==> src/rtl/arr_pkg.sv <==
package arr_pkg;
  localparam int ADDR_W = 16;
  localparam int DATA_W = 16;
  typedef logic [ADDR_W-1:0] addr_t;
  typedef logic [DATA_W-1:0] data_t;
endpackage

==> src/rtl/arr_rgn_table.sv <==
module arr_rgn_table
  import arr_pkg::*;
#(
  parameter int N_RGN = 8,
  parameter int SLV_W = 2
) (
  input  logic                        clk_i,
  input  logic                        rst_ni,
  input  logic                        map_valid_i,
  input  addr_t                       map_lo_i,
  input  addr_t                       map_hi_i,
  input  logic [SLV_W-1:0]            map_slv_i,
  output logic [N_RGN-1:0]            vld_o,
  output logic [N_RGN-1:0][ADDR_W-1:0] lo_o,
  output logic [N_RGN-1:0][ADDR_W-1:0] hi_o,
  output logic [N_RGN-1:0][SLV_W-1:0] slv_o,
  output logic                        full_o
);
  localparam int CNT_W = $clog2(N_RGN + 1);

  logic [CNT_W-1:0] cnt_q;

  assign full_o = (cnt_q == CNT_W'(N_RGN));

  always_ff @(posedge clk_i or negedge rst_ni) begin
    if (!rst_ni) cnt_q <= '0;
    else if (map_valid_i && !full_o) cnt_q <= cnt_q + 1'b1;
  end

  for (genvar i = 0; i < N_RGN; i++) begin : g_ent
    always_ff @(posedge clk_i or negedge rst_ni) begin
      if (!rst_ni) begin
        vld_o[i] <= 1'b0;
        lo_o[i]  <= '0;
        hi_o[i]  <= '0;
        slv_o[i] <= '0;
      end else if (map_valid_i && !full_o && cnt_q == CNT_W'(i)) begin
        vld_o[i] <= 1'b1;
        lo_o[i]  <= map_lo_i;
        hi_o[i]  <= map_hi_i;
        slv_o[i] <= map_slv_i;
      end
    end
  end
endmodule

==> src/rtl/arr_match.sv <==
module arr_match
  import arr_pkg::*;
#(
  parameter int N_RGN = 8,
  localparam int IDX_W = (N_RGN > 1) ? $clog2(N_RGN) : 1
) (
  input  logic [N_RGN-1:0]             vld_i,
  input  logic [N_RGN-1:0][ADDR_W-1:0] lo_i,
  input  logic [N_RGN-1:0][ADDR_W-1:0] hi_i,
  input  addr_t                        addr_i,
  output logic                         hit_o,
  output logic [IDX_W-1:0]             idx_o
);
  logic [N_RGN-1:0] hit_vec;

  for (genvar i = 0; i < N_RGN; i++) begin : g_cmp
    assign hit_vec[i] = vld_i[i] && (addr_i >= lo_i[i]) && (addr_i <= hi_i[i]);
  end

  assign hit_o = |hit_vec;

  // walk downward so the lowest matching index is left in idx_o
  always_comb begin
    idx_o = '0;
    for (int i = N_RGN - 1; i >= 0; i--) begin
      if (hit_vec[i]) idx_o = IDX_W'(i);
    end
  end
endmodule

==> src/rtl/arr_range_router.sv <==
module arr_range_router
  import arr_pkg::*;
#(
  parameter int N_SLV = 4,
  parameter int N_RGN = 8,
  localparam int SLV_W = (N_SLV > 1) ? $clog2(N_SLV) : 1
) (
  input  logic                        clk_i,
  input  logic                        rst_ni,
  input  logic                        map_valid_i,
  input  logic [15:0]                 map_lo_i,
  input  logic [15:0]                 map_hi_i,
  input  logic [SLV_W-1:0]            map_slv_i,
  output logic                        map_full_o,
  input  logic                        m_req_i,
  input  logic                        m_we_i,
  input  logic                        m_wide_i,
  input  logic [15:0]                 m_addr_i,
  input  logic [15:0]                 m_wdata_i,
  output logic                        m_rvalid_o,
  output logic [15:0]                 m_rdata_o,
  output logic [N_SLV-1:0]            s_req_o,
  output logic                        s_we_o,
  output logic                        s_wide_o,
  output logic [15:0]                 s_addr_o,
  output logic [15:0]                 s_wdata_o,
  input  logic [N_SLV*16-1:0]         s_rdata_i
);
  localparam int IDX_W = (N_RGN > 1) ? $clog2(N_RGN) : 1;

  logic [N_RGN-1:0]             rgn_vld;
  logic [N_RGN-1:0][ADDR_W-1:0] rgn_lo;
  logic [N_RGN-1:0][ADDR_W-1:0] rgn_hi;
  logic [N_RGN-1:0][SLV_W-1:0]  rgn_slv;
  logic                         hit;
  logic [IDX_W-1:0]             idx;
  logic [SLV_W-1:0]             sel_slv;
  logic [N_SLV-1:0][DATA_W-1:0] rd_words;

  logic             rvalid_q, rd_hit_q, rd_wide_q;
  logic [SLV_W-1:0] rd_slv_q;
  data_t            rd_word;

  arr_rgn_table #(.N_RGN(N_RGN), .SLV_W(SLV_W)) u_table (
    .clk_i      (clk_i),
    .rst_ni     (rst_ni),
    .map_valid_i(map_valid_i),
    .map_lo_i   (map_lo_i),
    .map_hi_i   (map_hi_i),
    .map_slv_i  (map_slv_i),
    .vld_o      (rgn_vld),
    .lo_o       (rgn_lo),
    .hi_o       (rgn_hi),
    .slv_o      (rgn_slv),
    .full_o     (map_full_o)
  );

  arr_match #(.N_RGN(N_RGN)) u_match (
    .vld_i (rgn_vld),
    .lo_i  (rgn_lo),
    .hi_i  (rgn_hi),
    .addr_i(m_addr_i),
    .hit_o (hit),
    .idx_o (idx)
  );

  assign sel_slv   = rgn_slv[idx];
  assign s_req_o   = (m_req_i && hit) ? (N_SLV'(1) << sel_slv) : '0;
  assign s_addr_o  = m_addr_i - rgn_lo[idx];
  assign s_we_o    = m_we_i;
  assign s_wide_o  = m_wide_i;
  assign s_wdata_o = m_wdata_i;

  always_ff @(posedge clk_i or negedge rst_ni) begin
    if (!rst_ni) begin
      rvalid_q  <= 1'b0;
      rd_hit_q  <= 1'b0;
      rd_wide_q <= 1'b0;
      rd_slv_q  <= '0;
    end else begin
      rvalid_q <= m_req_i && !m_we_i;
      if (m_req_i && !m_we_i) begin
        rd_hit_q  <= hit;
        rd_wide_q <= m_wide_i;
        rd_slv_q  <= sel_slv;
      end
    end
  end

  assign rd_words = s_rdata_i;
  assign rd_word  = rd_words[rd_slv_q];

  // unmatched reads complete against the all-ones default responder
  always_comb begin
    if (rd_hit_q) m_rdata_o = rd_wide_q ? rd_word : {8'h00, rd_word[7:0]};
    else          m_rdata_o = rd_wide_q ? 16'hFFFF : 16'h00FF;
  end

  assign m_rvalid_o = rvalid_q;
endmodule

==> config.mk <==
export PLATFORM = sky130hd
export DESIGN_NAME = arr_range_router
export DESIGN_NICKNAME = d
export VERILOG_FILES = /design/src/rtl/arr_pkg.sv /design/src/rtl/arr_rgn_table.sv /design/src/rtl/arr_match.sv /design/src/rtl/arr_range_router.sv
export SDC_FILE = /design/constraint.sdc
export NUM_CORES = 1
export LEC_CHECK = 0
export ABC_AREA = 1
export ABC_CLOCK_PERIOD_IN_PS = 10900
export BUFFER_PORTS_ARGS = -buffer_cell sky130_fd_sc_hd__buf_2
export CAP_MARGIN = 20
export CORE_MARGIN = 4
export CORE_UTILIZATION = 61
export DETAILED_ROUTE_END_ITERATION = 16
export HOLD_SLACK_MARGIN = 0.06
export PLACE_DENSITY = 0.82
export SYNTH_ARGS = -nofsm -noshare
export SYNTH_HDL_FRONTEND = slang
export SYNTH_SLANG_ARGS = --single-unit
==> constraint.sdc <==
create_clock -name clk_i -period 10.9 [get_ports clk_i]
set_input_delay 2.18 -clock clk_i [delete_from_list [all_inputs] [get_ports clk_i]]
set_output_delay 2.18 -clock clk_i [all_outputs]
set_load 0.1 [all_outputs]
Word-level counts from Yosys, hierarchy flattened

Index checks and enable logic that the tools add are counted.

Shift operators: 1
Reductions and logical operators: 31
Mux-type cells: 18
Equality and inequality tests: 8
Order comparisons: 18
Add/subtract/negate cells: 2

Operators with widths:

| cell                                                                         | number |
|---|---|
| 16-bit >= comparator                                                         | 8 |
| 16-bit <= comparator                                                         | 8 |
| 16-bit 2-to-1 mux                                                            | 5 |
| 16-bit binary-select mux with 3-bit select                                   | 1 |
| 16-bit binary-select mux with 2-bit select                                   | 1 |
| 1-bit logical AND                                                            | 27 |
| 3-bit 2-to-1 mux                                                             | 8 |
| 4-bit by 3-bit == test with 1-bit output, second input constant              | 4 |
| 16-bit subtractor                                                            | 1 |
| 4-bit by 2-bit == test with 1-bit output, second input constant              | 2 |
| 8-bit OR reduction                                                           | 1 |
| 2-bit binary-select mux with 3-bit select                                    | 1 |
| 4-bit by 1-bit adder with 4-bit output, second input constant                | 1 |
| 4-bit by 1-bit == test with 1-bit output, second input constant              | 1 |
| 4-bit == test, second input constant                                         | 1 |
| 4-bit zero test                                                              | 1 |
| 3-bit by 4-bit less-than comparator with 1-bit output, second input constant | 1 |
| 4-bit 2-to-1 mux                                                             | 1 |
| 1-bit by 2-bit << shifter with 4-bit output, first input constant            | 1 |
| 2-bit by 3-bit less-than comparator with 1-bit output, second input constant | 1 |
| 1-bit zero test                                                              | 2 |
| 2-bit 2-to-1 mux                                                             | 1 |

Word-level logic and storage cells: 115
Input bits: 136
Register bits: 289

Logic depth before layout (Yosys ltp)

Gate-level depths: netlist (run 1).

Depth after elaboration: 15
Mapped depth: 42

Modules after synthesis

From an unflattened synthesis (run 1), not the netlist that was laid out.

Cells, all modules: 2586
Area, all modules: 20049.2 sq um

By module, submodules not included:

| module           | cells each | times used | area each (sq um) |
|---|---|---|---|
| arr_rgn_table    | 971        | 1          | 10418.7 |
| arr_match        | 1053       | 1          | 6653.9 |
| arr_range_router | 562        | 1          | 2976.6 |

Least setup slack after synthesis (run 1)

No wires, ideal clock.

Kind: input port to output port
Start: input m_addr_i[0]
End: output s_addr_o[14]
Arrival time: 7.575 ns
Stages on the path: 41
Required time: 8.720 ns
Setup slack: 1.145 ns
Cells stage by stage: inv_1 -> ha_1 -> nand2_1 -> nor2_1 -> nor2_1 -> nand2_1 -> nand2_1 -> nand2_1 -> nand2_1 -> nand2_1 -> nand2_1 -> nor2_1 -> nand2_1 -> nand2_1 -> nand2_1 -> nand2_1 -> nand2_2 -> nand2_4 -> [... 5 more ...] -> nand3_1 -> nand3_1 -> nand2_1 -> ha_1 -> inv_1 -> fa_1 -> a21oi_1 -> o21ai_1 -> a21oi_1 -> o21bai_1 -> a21oi_1 -> o21bai_1 -> a21boi_1 -> o21ai_0 -> a21oi_1 -> nor2_1 -> nor2_1 -> xnor2_1

Cells in the longest elaborated chain, start to end: 14
Elaborated cells on any way between the ends: 43
Those cells by class: add/sub: 1; order compare: 16; mux: 10; reduce/logical: 16

RTL lines:

| item                                       | RTL line               | source |
|---|---|---|
| from (decl)                                | arr_range_router.sv:18 | `input logic [15:0] m_addr_i,` |
| 16-bit >= comparator                       | arr_match.sv:17        | `assign hit_vec[i] = vld_i[i] && (addr_i >= lo_i[i]) && (addr_i <= hi_i[i]);` |
| 1-bit logical AND (2 in a row)             | arr_match.sv:17        |  |
| 3-bit 2-to-1 mux (8 in a row)              | arr_match.sv:26        | `if (hit_vec[i]) idx_o = IDX_W'(i);` |
| 16-bit binary-select mux with 3-bit select | arr_range_router.sv:69 | `assign s_addr_o = m_addr_i - rgn_lo[idx];` |
| 16-bit 2-to-1 mux (not written as such)    | arr_range_router.sv:69 |  |
| 16-bit subtractor (*)                      | arr_range_router.sv:69 |  |
| to (decl)                                  | arr_range_router.sv:25 | `output logic [15:0] s_addr_o,` |

Every way passes the cells marked *; elsewhere a longest branch is shown, timed or not. The select of a mux whose other input is x is not followed.

Final worst setup path (run 1)

Start: input m_addr_i[0]
End: output s_addr_o[13]

The elaborated chain is that of the path after synthesis.

==> metrics.md, run 1 <==
| Metric | Value |
|---|---|
| Post-synthesis instance area | around 20000 µm² |
| Post-synthesis adder-cell area fraction | 17.7% |
| Placer Congestion | 0.967 |
| Routing usage on met1 | around two fifths |
| Synth Area in XOR/XNOR | 0.718% |
| GR peak layer | met2 |
| Total of max-cap violations | 0 |
| Critical Path AT | 8.35 ns |
| Global Route Usage Sum | 32.3% |
| Post-Synth Simple-Gate Area | 16.5% |
| CTS resizes | 0 |
| Delay-heaviest family, CP | compound AO/OA/AOI/OAI gates |
| Most frequent cell after synthesis | nand2_1 |
| Total Wirelength | 56.9 mm |
| Dpl ws | 0.414 ns |
| Setup violations, final | 0 |
| Largest net degree at the start of global routing | 80 |
| Fillers | roughly 2600 |
| Clock root cell | clkbuf_16 |
| Largest fanout on the critical path | 33 |
| Sum of negative setup slack | 0 ns |
| Top cell types by occurrence after synthesis | nand2_1, inv_1, o21ai_0 |
| Worst Hold Class | reg -> reg |
| Fin Clk Skew | 0.0260 ns |
| Slowest cell on the critical path | inv_1 |
| WP buf/inv | 4 |
| Post-route ant nets | 0 |
| Yosys top cell by area | dfrtp_1 |
| Starting density of the core | 61.8% |
| Post-DP HPWL | 40.1 mm |
| Reg clk slew, reported paths | 0.06 ns |
| Htree depth | 2 |
| Max Fclk | ~0.095 GHz |
| Reg-to-Reg Start | u_table.lo_o[79] |
| Post-synthesis cell count | 2516 |
| TritonCTS clock tree | built |
| R2R depth | 18 |
| Clk_lat worst skew | approximately 0.54 ns |
| Yosys cell types | 40 |
| Final worst slack | 0.366 ns |
| Ys async rst share | 100% |
| # diodes | 0 |
| Slew HR | 34.2% |
| Flip-flop and latch area | 7230 µm² |
| CTS buffer count | 34 |
| Most frequent CP cell | nor2_1 |
| Overflow after GRT | 0 |
| Top cell type's share of synthesized area | 37.1% |
| Buffer depth of the longest clock path | 3 |
| Unrepaired setup endpoints after global routing | no |
| Worst Hold Path Cells | 2 |
| DIE AREA | between 30000 and 40000 µm² |
| Crit. End Element | output pin |
| Post-synth EDFFs | 0 |
| Vias | 17700 |
| Status | finished, final reports clean |
| Antenna violations before repair | 0 |
| #FFs+latches synth | around 290 |
| Area Overhead vs Synth | 11.0% |
| Ys flop type | dfrtp_1 |
| Met3 Use GR | 4.27% |
| DRC Markers | 0 |
| Hold Startpoint | u_table.vld_o[6] |
| Initial DRC Count | 1539 |
| Crit-path max cell delay | 0.61 ns |
| Hold buffers post-CTS | 0 |
| I/O Buffers | approximately 160 |
| Top cells by area, synth | dfrtp_1, ha_1, nand2_1 |
| Vias in the first global route | 17700 |
| Synth Area in Compound Gates | 17.9% |
| Worst r2r dst | rd_slv_q[1] |
| Startpoint Class | input port |
| CP Launch Point | m_addr_i[0] |
| Hold EP | u_table.vld_o[6] |
| Met2 GRT Util | roughly 55% |
| Final net count | 3028 |
| Final Max Slew Viols | 0 |
| Final worst path period need | 10.53 ns |
| Final Cycle Share | 96.6% |
| Mux share of post-synthesis cell area | 0% |
| Sink Count | 289 |
| Core area | around 32000 µm² |
| Area of the multi-input gates | 10300 µm² |
| Layout cells sized above 1 | 9.81% |
| Die Ht | 187 µm |
| Synth warnings | 0 |
| CP Data Required Time | 8.72 ns |
| Sequential fraction of the synthesis area | 37.1% |
| Drt pass-1 iters | 6 |
| Avg WL per Cell | 18.7 µm |
| # IOs | 192 |
| CP Class | in -> out |
| Number of placement rows | 65 |
| Flop2flop setup slack | 6.82 ns |
| Syn nets | 2928 |
| Global-route wire length before repair | 91.3 mm |
| Chip width | 187 µm |
| Tightest Pin Transition | 0.986 ns |
| Post-CTS setup buffers | 0 |
| Core Util, Final | between 60 and 70% |
| Routed vias/inst | 5.83 |
| Final Hold Viols | 0 |
| Avg Inst Size Synth | 7.75 µm² |
| Largest family of logic cells by synthesized area | compound AO/OA/AOI/OAI gates |
state kept, by name, indices dropped and copies added (netlist names):
name	cells
m_rvalid_o	1
rd_hit_q	1
rd_slv_q	2
rd_wide_q	1
u_table.cnt_q	4
u_table.hi_o	128
u_table.lo_o	128
u_table.slv_o	16
u_table.vld_o	8
layer usage:
metal / routed length (µm) / vias up
met4: 3170 / 0
met5: 0 / -
met2: 27200 / 645
li1: - / 8511
met3: 3220 / 187
met1: 23400 / 8386
worst reg2reg max path, cell delays in order (launching register included):
cell	delay, ns
dfrtp_1	0.41
inv_1	0.12
ha_1	0.31
nand2_1	0.12
nor4_2	0.50
nand2_1	0.10
nand3_1	0.11
nand3_1	0.13
nand2_1	0.10
nand2_1	0.06
nand2_2	0.08
nand2_4	0.08
nand2_4	0.46
buf_4	0.73
a21oi_1	0.21
o21ai_1	0.12
nand3_1	0.13
nand2_1	0.14
o21ai_1	0.06
cell type report:
class,instances,area share (%)
clock buffer,45,4.40
clock inverter,16,1.18
inverter,380,6.59
multi-input combinational,1738,47.8
sequential,289,33.4
tap,402,2.32
timing repair buffer,173,4.34
placed cells by master, fill, tap and decap left out, types with 35 or more instances in the layout:
master	n
ha_1	275
dfrtp_1	289
clkbuf_16	35
nor2_1	109
nand2_1	556
o21ai_0	365
buf_2	156
a21oi_1	175
inv_1	372
nand3_1	62
cell families after synthesis:
group	Yosys count
xor gates and xnor gates	16
AOI/OAI and AO/OA	657
adders and majority gates	276
buffers and inverters	489
and+or+nand+nor	789
DFF	289
metrics by stage:
stage	instance area, µm²	hold WS [ns]	instances
after floorplan	19500	0.422	2516
after global placement	20400	0.436	2982
after detailed placement	20400	0.442	2982
after CTS	21700	0.458	3043
after global routing	21700	0.499	3043
final	21700	0.456	3043
worst max-delay path by stage:
stage	to	slack [ns]	cells past startpoint
final	s_addr_o[13]	0.37	28
after global routing	s_addr_o[13]	0.06	35
after CTS	s_addr_o[13]	0.42	28
after detailed placement	s_addr_o[13]	0.41	28
after global placement	s_addr_o[13]	0.50	28
after floorplan	s_addr_o[14]	1.15	41
Power of run 1 is left out: the tool's default activity adds up to more than one toggle a clock period on the data nets, which glitch-free logic cannot reach.
==> inputs of run 2 (changes only) <==
==> constraint.sdc (replaced) <==
create_clock -name clk_i -period 10.9 [get_ports clk_i]
set_input_delay 1.635 -clock clk_i [delete_from_list [all_inputs] [get_ports clk_i]]
set_output_delay 1.635 -clock clk_i [all_outputs]
set_load 0.1 [all_outputs]
==> metrics.md, run 2 (synthesis results as in run 1) <==
| Metric | Value |
|---|---|
| Status | finished, final reports clean |
| CTS resizes | 0 (unchanged) |
| Startpoint Class | input port |
| Total Wirelength | 56.1 mm (-1.4%) |
| Critical Path AT | 7.89 ns (-0.46 ns) |
| Final Hold Viols | 0 (unchanged) |
| Slew HR | 38.3% (+4.0 points) |
| Overflow after GRT | 0 (unchanged) |
| Regs by FF count | u_table.hi_o x128, u_table.lo_o x128, u_table.slv_o x16 |
| Crit. End Element | output pin |
| Clk_lat worst skew | 0.54 ns (about the same) |
| # diodes | 0 (unchanged) |
| Post-DP HPWL | 39.4 mm (-1.6%) |
| DRC Markers | 0 (unchanged) |
| Largest fanout on the critical path | 32 (-3.0%) |
| Flop2flop setup slack | 6.89 ns (+0.07 ns) |
| Most common cell after layout, fill and taps aside | nand2_1 |
| CP Launch Point | m_addr_i[0] |
| Clock root cell | clkbuf_16 |
| Total of max-cap violations | 0 (unchanged) |
| Global-route wire length before repair | 90.5 mm (-0.88%) |
| Global Route Usage Sum | 31.7% (-0.58 points) |
| Most frequent cells in the layout | nand2_1, inv_1, o21ai_0 |
| Post-route ant nets | 0 (unchanged) |
| Dpl ws | 1.53 ns (+1.11 ns) |
| Die Ht | 187 µm (unchanged) |
| I/O Buffers | 159 (unchanged) |
| Final Cycle Share | 87.4% (-9.3 points) |
| CP Capture Point | s_addr_o[14] |
| Number of placement rows | 65 (unchanged) |
| Antenna violations before repair | 0 (unchanged) |
| Crit-path max cell delay | 0.64 ns (+0.03 ns) |
| Reg-to-Reg Start | u_table.hi_o[79] |
| TritonCTS clock tree | built |
| Core area | 31600 µm² (unchanged) |
| Max Fclk | 0.105 GHz (+11%) |
| Avg WL per Cell | 18.5 µm (-1.4%) |
| Tightest Pin Transition | 0.926 ns (-0.0604 ns) |
| Core Util, Final | 68.4% (-0.27 points) |
| Final Max Slew Viols | 0 (unchanged) |
| R2R depth | 19 (+1) |
| # IOs | 192 (unchanged) |
| Fillers | 2679 (+2.6%) |
| Final net count | 3029 (+0.033%) |
| Vias in the first global route | 17400 (-1.7%) |
| CTS buffer count | 36 (+5.9%) |
| Chip width | 187 µm (unchanged) |
| Largest net degree at the start of global routing | 83 (+3.8%) |
| Dpl cells | 2981 (-0.034%) |
| Setup violations, final | 0 (unchanged) |
| CP Class | in -> out |
| Hold Startpoint | u_table.vld_o[6] |
| Drt pass-1 iters | 6 (unchanged) |
| Sum of negative setup slack | 0 ns (unchanged) |
| Buffer depth of the longest clock path | 3 (unchanged) |
| Unrepaired setup endpoints after global routing | no |
| Worst Hold Class | reg -> reg |
| Final Non-Filler Cells | 3042 (-0.033%) |
| Final worst path period need | 9.52 ns (-1.01 ns) |
| DIE AREA | 34900 µm² (unchanged) |
| Routed vias/inst | 5.81 (-0.32%) |
| Hold buffers post-CTS | 0 (unchanged) |
| Slowest cell on the critical path | inv_1 |
| Htree depth | 2 (unchanged) |
| Most frequent CP cell | a21oi_1 |
| Initial DRC Count | 1501 (-2.5%) |
| Layout cells sized above 1 | 9.85% (+0.042 points) |
| CP Data Required Time | 9.27 ns (+0.55 ns) |
| Vias | 17700 (-0.35%) |
| Sink Count | 289 (unchanged) |
| Starting density of the core | 61.8% (unchanged) |
| Reg clk slew, reported paths | 0.05 ns (about the same) |
| Post-CTS setup buffers | 0 (unchanged) |
| Worst Hold Path Cells | 2 (unchanged) |
| Area Overhead vs Synth | 10.6% |
| Fin Clk Skew | 0.0257 ns (-0.000243 ns) |
| Final worst slack | 1.38 ns (+1.01 ns) |
| Placer Congestion | 0.963 (-0.39%) |
| Worst r2r dst | rd_slv_q[0] |
[run 2: changes by cell type in the layout (fill, tap and decap cells not counted), sizes merged]
cell      delta
bufinv       -4
buf          -1
inv          +2
clkinvlp     +2
[run 2: layout make-up]
type                       instances  area, µm²  share of cell area (%)
tap                              402        503                    2.33
inverter                         380       1430                    6.61
sequential                       289       7230                    33.5
clock buffer                      45        985                    4.56
clock inverter                    16        179                   0.829
multi-input combinational       1738      10300                    48.0
timing repair buffer             172        903                    4.19
[run 2: routing by layer]
layer / global-route usage, % / vias up / wire length, µm
met4: 15.4 / 0 / 2990
met2: 53.8 / 658 / 26600
met1: 40.2 / 8322 / 22900
li1: - / 8506 / -
met5: 0 / - / 0
met3: 4.55 / 181 / 3570
[run 2: critical path: cells and delay by family]
family | cells | cell delay [ns]
AO/OA/AOI/OAI | 13 | 2.06
buffers and inverters | 6 | 1.78
AND/OR/NAND/NOR | 11 | 1.52
adder cells (fa/ha/maj) | 3 | 0.68
XOR/XNOR | 1 | 0.21
[run 2: worst min path at each step]
stage                       endpoint  slack [ns]
floorplan           u_table.vld_o[6]        0.42
CTS                 u_table.vld_o[6]        0.46
global route        u_table.vld_o[6]        0.47
finish              u_table.vld_o[6]        0.46
global placement    u_table.vld_o[6]        0.44
detailed placement  u_table.vld_o[6]        0.44
[run 2: per-stage QoR]
step	hold slack, ns	cell area, µm²
after floorplan	0.422	19500
after global placement	0.437	20400
after detailed placement	0.445	20400
after CTS	0.459	21600
after global routing	0.473	21600
final	0.459	21600
Power of run 2 is left out for the same reason.
==> inputs of run 3 (changes only) <==
Settings changed: CORE_ASPECT_RATIO set to 0.5, HOLD_SLACK_MARGIN 0.06 to 0.03.
==> metrics.md, run 3 (synthesis results as in run 1) <==
| Metric | Value |
|---|---|
| Status | finished, final reports clean |
| Vias | 17700 (-0.045%) |
| Overflow after GRT | 0 (unchanged) |
| CP Launch Point | m_addr_i[0] |
| Clk_lat worst skew | 0.57 ns (+0.03 ns) |
| I/O Buffers | 159 (unchanged) |
| Clock root cell | clkbuf_16 |
| Global-route wire length before repair | 87.9 mm (-2.9%) |
| # IOs | 192 (unchanged) |
| Layout cells sized above 1 | 9.33% (-0.52 points) |
| Critical Path AT | 7.81 ns (-0.08 ns) |
| Largest net degree at the start of global routing | 178 (+110%) |
| Post-CTS setup buffers | 0 (unchanged) |
| Final Max Slew Viols | 0 (unchanged) |
| Worst r2r dst | rd_slv_q[1] |
| Most common cell after layout, fill and taps aside | nand2_1 |
| Final Non-Filler Cells | 3049 (+0.23%) |
| CP Class | in -> out |
| Reg-to-Reg Start | u_table.lo_o[79] |
| Hold WS | 0.478 ns (+0.0194 ns) |
| Antenna violations before repair | 0 (unchanged) |
| Global Route Usage Sum | 31.4% (-0.40 points) |
| Area Overhead vs Synth | 9.50% |
| Chip width | 261 µm (+40%) |
| Sink Count | 289 (unchanged) |
| Most frequent CP cell | nand2_1 |
| Fin Clk Skew | 0.0201 ns (-0.00563 ns) |
| Drt pass-1 iters | 6 (unchanged) |
| Max Fclk | 0.106 GHz (+0.83%) |
| CTS resizes | 0 (unchanged) |
| Reg clk slew, reported paths | 0.07 ns (+0.02 ns) |
| CP Data Required Time | 9.27 ns (about the same) |
| Slew HR | 29.7% (-8.5 points) |
| DRC Markers | 0 (unchanged) |
| Number of placement rows | 45 (-31%) |
| Startpoint Class | input port |
| Fillers | 2521 (-5.9%) |
| R2R depth | 18 (-1) |
| Placer Congestion | 0.973 (+0.99%) |
| Final worst path period need | 9.45 ns (-0.0784 ns) |
| Final Hold Viols | 0 (unchanged) |
| Sum of negative setup slack | 0 ns (unchanged) |
| Avg WL per Cell | 18.2 µm (-1.1%) |
| Die Ht | 134 µm (-28%) |
| Setup violations, final | 0 (unchanged) |
| Vias in the first global route | 16600 (-4.7%) |
| Regs by FF count | u_table.hi_o x128, u_table.lo_o x128, u_table.slv_o x16 |
| Htree depth | 1 (-1) |
| Worst Hold Class | reg -> reg |
| TritonCTS clock tree | built |
| CP Capture Point | s_addr_o[13] |
| Dpl cells | 3001 (+0.67%) |
| Most frequent cells in the layout | nand2_1, inv_1, o21ai_0 |
| Tightest Pin Transition | 1.05 ns (+0.128 ns) |
| Initial DRC Count | 1783 (+19%) |
| Starting density of the core | 63.1% (+1.3 points) |
| Core area | 30900 µm² (-2.0%) |
| Slowest cell on the critical path | inv_1 |
| Unrepaired setup endpoints after global routing | no |
| Buffer depth of the longest clock path | 3 (unchanged) |
| Final net count | 3019 (-0.33%) |
| Routed vias/inst | 5.79 (-0.27%) |
| # diodes | 0 (unchanged) |
| DIE AREA | 35100 µm² (+0.50%) |
| Final Cycle Share | 86.7% (-0.72 points) |
| Largest fanout on the critical path | 38 (+19%) |
| Total Wirelength | 55.6 mm (-0.87%) |
| Hold buffers post-CTS | 0 (unchanged) |
| Flop2flop setup slack | 7.02 ns (+0.13 ns) |
| Total of max-cap violations | 0 (unchanged) |
| Post-route ant nets | 0 (unchanged) |
| CTS buffer count | 27 (-25%) |
| Crit. End Element | output pin |
| Crit-path max cell delay | 0.65 ns (about the same) |
| Post-DP HPWL | 38.7 mm (-1.9%) |
[run 3: cell count changes in the layout (fill, tap and decap cells not counted), sizes merged]
cell	change
clkbuf	-9
buf	-1
inv	-1
clkinv	-3
clkinvlp	-2
bufinv	+2
[run 3: through the flow]
stage	instance area [µm²]	util (%)	setup slack, ns
floorplan	19500	-	2.24
global placement	20400	66.1	1.80
detailed placement	20400	66.1	1.66
CTS	21400	69.1	1.65
global route	21400	69.1	0.993
finish	21400	69.1	1.45
[run 3: routing by layer]
metal / share of wire, % / global-route usage [%] / vias up
li1: - / - / 8469
met1: 42 / 42.8 / 8271
met2: 46 / 51.5 / 785
met3: 8.5 / 4.87 / 134
met4: 3.4 / 10.9 / 0
met5: 0 / 0 / -
[run 3: cell type report]
class | count | area [µm²] | share of cell area (%)
Clock buffer | 36 | 749 | 3.51
Clock inverter | 12 | 171 | 0.802
Inverter | 380 | 1430 | 6.68
Multi-Input combinational cell | 1738 | 10300 | 48.4
Sequential cell | 289 | 7230 | 33.9
Tap cell | 423 | 529 | 2.48
Timing Repair Buffer | 171 | 908 | 4.25
[run 3: how the worst min path moves through the flow]
stage | end | depth (start not counted) | startpoint | slack, ns
6_report | u_table.vld_o[2] | 2 | u_table.vld_o[2] | 0.48
2_1_floorplan | u_table.vld_o[6] | 2 | u_table.vld_o[6] | 0.42
3_5_place_dp | u_table.vld_o[2] | 2 | u_table.vld_o[2] | 0.45
4_1_cts | u_table.vld_o[2] | 2 | u_table.vld_o[2] | 0.47
5_1_grt | u_table.vld_o[3] | 2 | u_table.vld_o[3] | 0.49
3_3_place_gp | u_table.vld_o[2] | 2 | u_table.vld_o[2] | 0.45
[run 3: critical path, delay by kind of cell]
kind	cells	cell delay, ns
xor+xnor	1	0.15
compound gates	12	2.02
simple gates	10	1.44
fa+ha+maj	2	0.72
buf+inv	6	1.79
Power of run 3 is left out for the same reason.
